==> src/rtl/ptw_pkg.sv <==
package ptw_pkg;
    localparam int DEF_VA_BITS   = 43;
    localparam int DEF_PAGE_BITS = 13;
    localparam int DEF_IDX_BITS  = 10;
    localparam int WALK_LEVELS   = 3;
    localparam int ENTRY_SHIFT   = 3;

    localparam int PTE_V_BIT     = 0;
    localparam int PTE_FO_LSB    = 1;
    localparam int PTE_RE_LSB    = 8;
    localparam int PTE_WE_LSB    = 12;
    localparam int PTE_PFN_LSB   = 32;

    localparam int KWIN_TAG_LSB  = 41;
    localparam logic [1:0] KWIN_TAG = 2'b10;
    localparam int KWIN_SPAN     = 40;
    localparam int KWIN_RELOC    = 43;

    localparam int PERM_R = 0;
    localparam int PERM_W = 1;
    localparam int PERM_X = 2;

    localparam logic [1:0] PRIV_KERN = 2'd0;
    localparam logic [1:0] PRIV_PHYS = 2'd2;

    typedef enum logic [2:0] {
        FLT_NONE = 3'd0,
        FLT_TNV  = 3'd1,
        FLT_ACV  = 3'd2,
        FLT_FOR  = 3'd3,
        FLT_FOW  = 3'd4,
        FLT_FOE  = 3'd5
    } fault_e;

    typedef enum logic [2:0] {
        ST_IDLE, ST_L1, ST_L2, ST_L3, ST_DONE
    } walk_st_e;

    typedef struct packed {
        walk_st_e    st;
        logic        waiting;
        logic [63:0] va;
        logic [2:0]  need;
        logic [1:0]  priv;
        logic [63:0] base;
        logic [63:0] pa;
        logic [2:0]  prot;
        fault_e      fault;
    } walk_regs_t;
endpackage

==> src/rtl/ptw_region.sv <==
module ptw_region
    import ptw_pkg::*;
#(
    parameter int VA_BITS = DEF_VA_BITS
) (
    input  logic [63:0] va_i,
    input  logic [1:0]  priv_i,
    output logic        hit_o,
    output logic [63:0] pa_o,
    output logic [2:0]  prot_o,
    output fault_e      fault_o
);
    localparam int HI_W = 64 - VA_BITS;

    logic canon;
    logic kwin;

    always_comb begin
        canon   = (va_i[63:VA_BITS] == {HI_W{va_i[63]}});
        kwin    = va_i[63] && (va_i[KWIN_TAG_LSB +: 2] == KWIN_TAG);
        hit_o   = 1'b0;
        pa_o    = '0;
        prot_o  = '0;
        fault_o = FLT_NONE;
        if (priv_i == PRIV_PHYS) begin
            hit_o  = 1'b1;
            pa_o   = va_i;
            prot_o = 3'b111;
        end else if (!canon) begin
            hit_o   = 1'b1;
            fault_o = FLT_ACV;
        end else if (kwin) begin
            hit_o = 1'b1;
            if (priv_i != PRIV_KERN) begin
                fault_o = FLT_ACV;
            end else begin
                pa_o   = 64'(va_i[KWIN_SPAN-1:0]) | (64'(va_i[KWIN_SPAN]) << KWIN_RELOC);
                prot_o = 3'b111;
            end
        end
    end
endmodule

==> src/rtl/ptw_index.sv <==
module ptw_index
    import ptw_pkg::*;
#(
    parameter int PAGE_BITS = DEF_PAGE_BITS,
    parameter int IDX_BITS  = DEF_IDX_BITS,
    parameter int LEVELS    = WALK_LEVELS,
    localparam int LVL_W    = $clog2(LEVELS)
) (
    input  logic [63:0]      base_i,
    input  logic [63:0]      va_i,
    input  logic [LVL_W-1:0] level_i,
    output logic [63:0]      addr_o
);
    logic [IDX_BITS-1:0] field [LEVELS];
    logic unused_va;

    for (genvar g = 0; g < LEVELS; g++) begin : g_field
        assign field[g] = va_i[PAGE_BITS + IDX_BITS*(LEVELS-1-g) +: IDX_BITS];
    end

    assign unused_va = ^va_i;
    assign addr_o    = base_i + (64'(field[level_i]) << ENTRY_SHIFT);
endmodule

==> src/rtl/ptw_pte_eval.sv <==
module ptw_pte_eval
    import ptw_pkg::*;
#(
    parameter int PAGE_BITS = DEF_PAGE_BITS
) (
    input  logic [63:0]          pte_i,
    input  logic                 leaf_i,
    input  logic [PAGE_BITS-1:0] off_i,
    input  logic [2:0]           need_i,
    input  logic [1:0]           priv_i,
    output fault_e               fault_o,
    output logic [63:0]          next_base_o,
    output logic [63:0]          pa_o,
    output logic [2:0]           prot_o
);
    logic       rd_en;
    logic       wr_en;
    logic [2:0] granted;
    logic [2:0] kept;
    logic       unused_pte;

    assign unused_pte = ^pte_i;

    always_comb begin
        next_base_o = 64'(pte_i[63:PTE_PFN_LSB]) << PAGE_BITS;
        rd_en       = pte_i[PTE_RE_LSB + int'(priv_i)];
        wr_en       = pte_i[PTE_WE_LSB + int'(priv_i)];
        granted     = {rd_en, wr_en, rd_en};
        kept        = granted & ~pte_i[PTE_FO_LSB +: 3];
        pa_o        = '0;
        prot_o      = '0;
        fault_o     = FLT_NONE;
        if (!pte_i[PTE_V_BIT]) begin
            fault_o = FLT_TNV;
        end else if (!leaf_i) begin
            if (!pte_i[PTE_RE_LSB]) fault_o = FLT_ACV;
        end else begin
            pa_o = next_base_o | 64'(off_i);
            if (need_i != 3'b000 && (granted & need_i) == 3'b000) begin
                fault_o = FLT_ACV;
                prot_o  = granted;
            end else begin
                prot_o = kept;
                if (need_i != 3'b000 && (kept & need_i) == 3'b000) begin
                    fault_o = need_i[PERM_X] ? FLT_FOE :
                              need_i[PERM_W] ? FLT_FOW : FLT_FOR;
                end
            end
        end
    end
endmodule

==> src/rtl/ptw_walker.sv <==
module ptw_walker
    import ptw_pkg::*;
#(
    parameter int VA_BITS   = DEF_VA_BITS,
    parameter int PAGE_BITS = DEF_PAGE_BITS,
    parameter int IDX_BITS  = DEF_IDX_BITS
) (
    input  logic        clk_i,
    input  logic        rst_ni,
    input  logic [63:0] ptbr_i,
    input  logic        req_valid_i,
    output logic        req_ready_o,
    input  logic [63:0] req_va_i,
    input  logic [2:0]  req_need_i,
    input  logic [1:0]  req_priv_i,
    output logic        mem_req_o,
    output logic [63:0] mem_addr_o,
    input  logic        mem_ack_i,
    input  logic        mem_rvalid_i,
    input  logic [63:0] mem_rdata_i,
    output logic        res_valid_o,
    output logic [63:0] res_pa_o,
    output logic [2:0]  res_prot_o,
    output logic [2:0]  res_fault_o
);
    localparam int LVL_W = $clog2(WALK_LEVELS);

    walk_regs_t q, d;

    logic             rg_hit;
    logic [63:0]      rg_pa;
    logic [2:0]       rg_prot;
    fault_e           rg_fault;
    logic [LVL_W-1:0] level;
    logic             is_leaf;
    fault_e           ev_fault;
    logic [63:0]      ev_next;
    logic [63:0]      ev_pa;
    logic [2:0]       ev_prot;

    ptw_region #(.VA_BITS(VA_BITS)) i_region (
        .va_i    (req_va_i),
        .priv_i  (req_priv_i),
        .hit_o   (rg_hit),
        .pa_o    (rg_pa),
        .prot_o  (rg_prot),
        .fault_o (rg_fault)
    );

    assign level   = (q.st == ST_L1) ? LVL_W'(0) : (q.st == ST_L2) ? LVL_W'(1) : LVL_W'(2);
    assign is_leaf = (q.st == ST_L3);

    ptw_index #(
        .PAGE_BITS (PAGE_BITS),
        .IDX_BITS  (IDX_BITS),
        .LEVELS    (WALK_LEVELS)
    ) i_index (
        .base_i  (q.base),
        .va_i    (q.va),
        .level_i (level),
        .addr_o  (mem_addr_o)
    );

    ptw_pte_eval #(.PAGE_BITS(PAGE_BITS)) i_eval (
        .pte_i       (mem_rdata_i),
        .leaf_i      (is_leaf),
        .off_i       (q.va[PAGE_BITS-1:0]),
        .need_i      (q.need),
        .priv_i      (q.priv),
        .fault_o     (ev_fault),
        .next_base_o (ev_next),
        .pa_o        (ev_pa),
        .prot_o      (ev_prot)
    );

    always_comb begin
        d = q;
        unique case (q.st)
            ST_IDLE: begin
                if (req_valid_i) begin
                    d.va      = req_va_i;
                    d.need    = req_need_i;
                    d.priv    = req_priv_i;
                    d.base    = ptbr_i;
                    d.waiting = 1'b0;
                    if (rg_hit) begin
                        d.pa    = rg_pa;
                        d.prot  = rg_prot;
                        d.fault = rg_fault;
                        d.st    = ST_DONE;
                    end else begin
                        d.st = ST_L1;
                    end
                end
            end
            ST_L1, ST_L2, ST_L3: begin
                if (!q.waiting) begin
                    if (mem_ack_i) d.waiting = 1'b1;
                end else if (mem_rvalid_i) begin
                    d.waiting = 1'b0;
                    if (ev_fault != FLT_NONE || is_leaf) begin
                        d.pa    = ev_pa;
                        d.prot  = ev_prot;
                        d.fault = ev_fault;
                        d.st    = ST_DONE;
                    end else begin
                        d.base = ev_next;
                        d.st   = (q.st == ST_L1) ? ST_L2 : ST_L3;
                    end
                end
            end
            ST_DONE: d.st = ST_IDLE;
            default: d.st = ST_IDLE;
        endcase
    end

    always_ff @(posedge clk_i) begin
        if (!rst_ni) q <= '0;
        else         q <= d;
    end

    assign req_ready_o = (q.st == ST_IDLE);
    assign mem_req_o   = (q.st == ST_L1 || q.st == ST_L2 || q.st == ST_L3) && !q.waiting;
    assign res_valid_o = (q.st == ST_DONE);
    assign res_pa_o    = q.pa;
    assign res_prot_o  = q.prot;
    assign res_fault_o = q.fault;
endmodule

==> config.mk <==
export PLATFORM = sky130hd
export DESIGN_NAME = ptw_walker
export DESIGN_NICKNAME = d
export VERILOG_FILES = /design/src/rtl/ptw_pkg.sv /design/src/rtl/ptw_region.sv /design/src/rtl/ptw_index.sv /design/src/rtl/ptw_pte_eval.sv /design/src/rtl/ptw_walker.sv
export SDC_FILE = /design/constraint.sdc
export NUM_CORES = 1
export LEC_CHECK = 0
export BUFFER_PORTS_ARGS = -buffer_cell sky130_fd_sc_hd__buf_4
export CAP_MARGIN = 10
export CORE_MARGIN = 2
export CORE_UTILIZATION = 35
export DETAILED_ROUTE_END_ITERATION = 8
export GPL_ROUTABILITY_DRIVEN = 0
export PLACE_DENSITY_LB_ADDON = 0.3
export SLEW_MARGIN = 40
export SYNTH_ARGS = -nofsm -noshare
export SYNTH_HDL_FRONTEND = slang
export SYNTH_SLANG_ARGS = --single-unit
==> constraint.sdc <==
create_clock -name clk_i -period 3.99 [get_ports clk_i]
set_clock_uncertainty 0.15 [all_clocks]
set_input_delay 0.1995 -clock clk_i [delete_from_list [all_inputs] [get_ports clk_i]]
set_output_delay 0.1995 -clock clk_i [all_outputs]
set_load 0.02 [all_outputs]
==> Implementation_results.wiki <==
{| class="wikitable"
! Metric !! Value
|-
| Outcome || completed
|-
| MaxCap Viol Count || 0
|-
| Clock latency at the later pin of the worst-skew pair || around 0.43 ns
|-
| Iteration-0 DRC count of the detailed router || 740
|-
| Final ANT Viol Nets || 0
|-
| Synthesized cell area || about 0.01 sq mm
|-
| Overall routing resource usage || between 20% and 30%
|-
| Number of distinct standard cells referenced by the synthesized netlist || 60
|-
| Bufs on Longest Clock Path || 2
|-
| Count leader, synth || nand2_1
|-
| RSZ-0062 raised after global routing || yes
|-
| Actual transition at the worst max-transition pin || just over 0.8 ns
|-
| Total placed instance area || between 0.01 and 0.015 sq mm
|-
| Largest net degree at the start of global routing || around 140
|-
| Pleak || between 6 and 7 nW
|-
| Boundary pin count || 339
|-
| Type of the worst min-delay path || input pin to flop
|-
| Clock transition time at the flip-flop clock pins of the worst setup and hold paths || ~0.08 ns
|-
| Floorplan row count || 61
|-
| Worst Setup Start Kind || flop
|-
| Worst slew margin || around 45%
|-
| Effective utilization at floorplan || a little over a third
|-
| Number of synthesized flops with an enable pin || 0
|-
| Die extent in x || approximately 170 um
|-
| Detailed Route WL || 37220 um
|-
| Post-detail-place hpwl || between 20000 and 30000 um
|-
| Finished Core Util || 52.39%
|-
| Number of nets at the end of the flow || about 1.8k
|-
| Wirelength per Cell || around 18 um
|-
| Worst-case vdd ir drop || around 230 uV
|-
| Most frequent cells after synthesis || nand2_1 (206), dfxtp_1 (186), nand3_1 (165)
|-
| Portion of the post-synthesis area used by sequential elements || a little under two fifths
|-
| Max frequency || ~260 MHz
|-
| Largest area contributor in the netlist || dfxtp_1
|-
| Filler cell count || 2572
|-
| Minimum clock period || roughly 3.8 ns
|-
| Vias per std cell || 5.313
|-
| CORE AREA || around 0.028 sq mm
|-
| Number of DRC violations after detailed routing || 0
|-
| Via count of the first global-routing pass || approximately 11k
|-
| Share of layout cells above drive strength 1 || between 20% and 30%
|-
| Number of setup violations in the final report || 0
|-
| Syn_area_per_cell || a little under 8 sq um
|-
| Post-route insts no fill || between 2k and 2.5k
|-
| Tightest hold margin || around 0.021 ns
|-
| Critical path origin || q[205]$_SDFFE_PN0P_
|-
| Global-route wire length before repair || 57830 um
|-
| Die footprint || approximately 0.030 sq mm
|-
| Die height || 173.2 um
|-
| Clock tree root driver cell || clkbuf_16
|-
| Number of max-slew violations in the final report || 0
|-
| Hold Violations, Final || 0
|-
| Post-synth ARST share || 0%
|-
| Post-synthesis sequential element count || 186
|-
| Synthesized netlist net count || approximately 1.5k
|-
| Clock tree from TritonCTS || done
|-
| Top-area cell type share of the netlist area || between 30% and 40%
|-
| Number of antenna violations at the first check in global routing || 0
|-
| Number of CTS-inserted buffers || 17
|-
| Final clock period utilization by the worst path || 95.94%
|-
| Total non-filler cell area in the finished layout || about 0.015 sq mm
|-
| Launch instance of the worst register-to-register path || q[205]$_SDFFE_PN0P_
|-
| Synth warn || 0
|-
| Sink count of the clock tree || 186
|-
| Required time at the worst-slack endpoint || about 3.6 ns
|-
| Main flop type after synthesis || dfxtp_1
|-
| Worst Setup End Kind || primary output
|-
| Number of port buffers || 318
|-
| Arr. time, crit path || about 3.5 ns
|-
| Vias post-DR || ~11k
|-
| Synthesized instance count || 1262
|-
| Placed instance count || between 1.5k and 2k
|-
| Worst Path Class, Setup || flop to primary output
|-
| Largest driver fanout on the critical path || 10
|-
| First drt pass iteration count || 6
|-
| Hold path startpoint || ptbr_i[39]
|-
| Cells taking the most area after synthesis || dfxtp_1 (37%), nand3_1 (8.2%), nand2_1 (7.7%), a21boi_0 (6.0%), buf_4 (5.8%)
|-
| Layout overhead on the synthesized area || 46.38%
|-
| Cell area power density || roughly 320 mW/mm^2
|-
| H-tree lvl count || 4
|-
| Setup total negative slack || 0 ns
|-
| Overflow left after global routing || 0
|}
==> what timing repair did <==
action / in CTS / in global routing
buffers inserted: 2 / 4
pin swaps: 4 / 6
setup endpoints to repair: 23 / 34
hold buffers: 170 / 0
resized for setup: 22 / 8
cloned: 1 / 0
hold endpoints to repair: 172 / 0
==> final cells by class <==
cell class / count / area [sq um] / share of cell area [%]
Inverter: 9 / 33.78 / 0.2302
Sequential cell: 186 / 3731 / 25.43
Multi-Input combinational cell: 898 / 5431 / 37.01
Timing Repair Buffer: 518 / 4415 / 30.09
Clock inverter: 14 / 157.7 / 1.074
Tap cell: 378 / 473.0 / 3.223
Antenna cell: 1 / 2.502 / 0.01705
Clock buffer: 18 / 429.2 / 2.925
==> flip-flops by register name (all words and copies together) (netlist names) <==
| register | count |
|---|---|
| q | 116 |
| res_fault_o | 3 |
| res_pa_o | 64 |
| res_prot_o | 3 |
==> cells by family after synthesis <==
family,synth area share (%)
XOR/XNOR,5.067
adder cells (fa/ha/maj),1.448
AND/OR/NAND/NOR,23.71
flip-flops,37.14
AO/OA/AOI/OAI,22.13
multiplexers,0.5491
buffers and inverters,9.948
==> through the flow <==
step                setup WS (ns)  total power, mW
detailed placement         0.1137            2.894
CTS                       0.03682            4.783
finish                     0.1621            4.748
global route             -0.02719            4.949
global placement           0.2012            2.882
floorplan                  0.2036            2.531
==> worst paths after layout <==
| path | slack, ns | depth (start not counted) | end |
|---|---|---|---|
| setup / recovery | 0.16 | 13 | mem_addr_o[41] |
| hold / removal | 0.02 | 4 | q[109]$_SDFFE_PN0P_ |
| setup reg to reg | 0.52 | 9 | res_pa_o[18]$_SDFFE_PN0P_ |
| hold reg to reg | 0.31 | 2 | res_pa_o[46]$_SDFFE_PN0P_ |
==> cells in the final DEF, fill, tap and decap left out, types with 4 or more instances in the layout <==
cell	instances
a21boi_0	80
a21o_1	6
a21oi_1	17
a221oi_1	44
a22oi_1	12
a31oi_1	6
and2_1	4
and3_1	7
and4_1	5
buf_12	5
buf_4	338
clkbuf_16	17
dfxtp_1	184
dlygate4sd3_1	170
ha_1	9
inv_1	8
inv_8	5
nand2_1	205
nand3_1	165
nand4_1	18
nor2_1	65
nor3_1	11
nor3b_1	6
o211a_1	33
o21ai_0	66
o21ai_1	21
xnor2_1	52
xor2_1	6
==> critical path: stages, from the launching register on <==
cell and delay [ns]:
dfxtp_4 0.37, nor2b_4 0.13, buf_6 0.13, a22oi_1 0.18, o21ai_1 0.14, ha_1 0.42, and3_4 0.26, nand3_1 0.08
and3_1 0.27, a211oi_4 0.38, buf_4 0.24, nand2_1 0.08, xnor2_1 0.18, buf_4 0.17
==> power by group <==
group,internal (mW),switching [mW],total (mW)
Sequential,1.95,0.0812,2.04
Combinational,0.483,0.487,0.970
Clock,0.893,0.849,1.74
==> layer usage <==
metal / wire length, um / share of wire, % / global-route usage [%]
met5: 0 / 0 / 0
met4: 1219 / 3.3 / 9.499
met3: 2281 / 6.1 / 4.364
met2: 17860 / 48 / 40.92
met1: 15850 / 43 / 29.91
(Power assumes the default switching activity.)
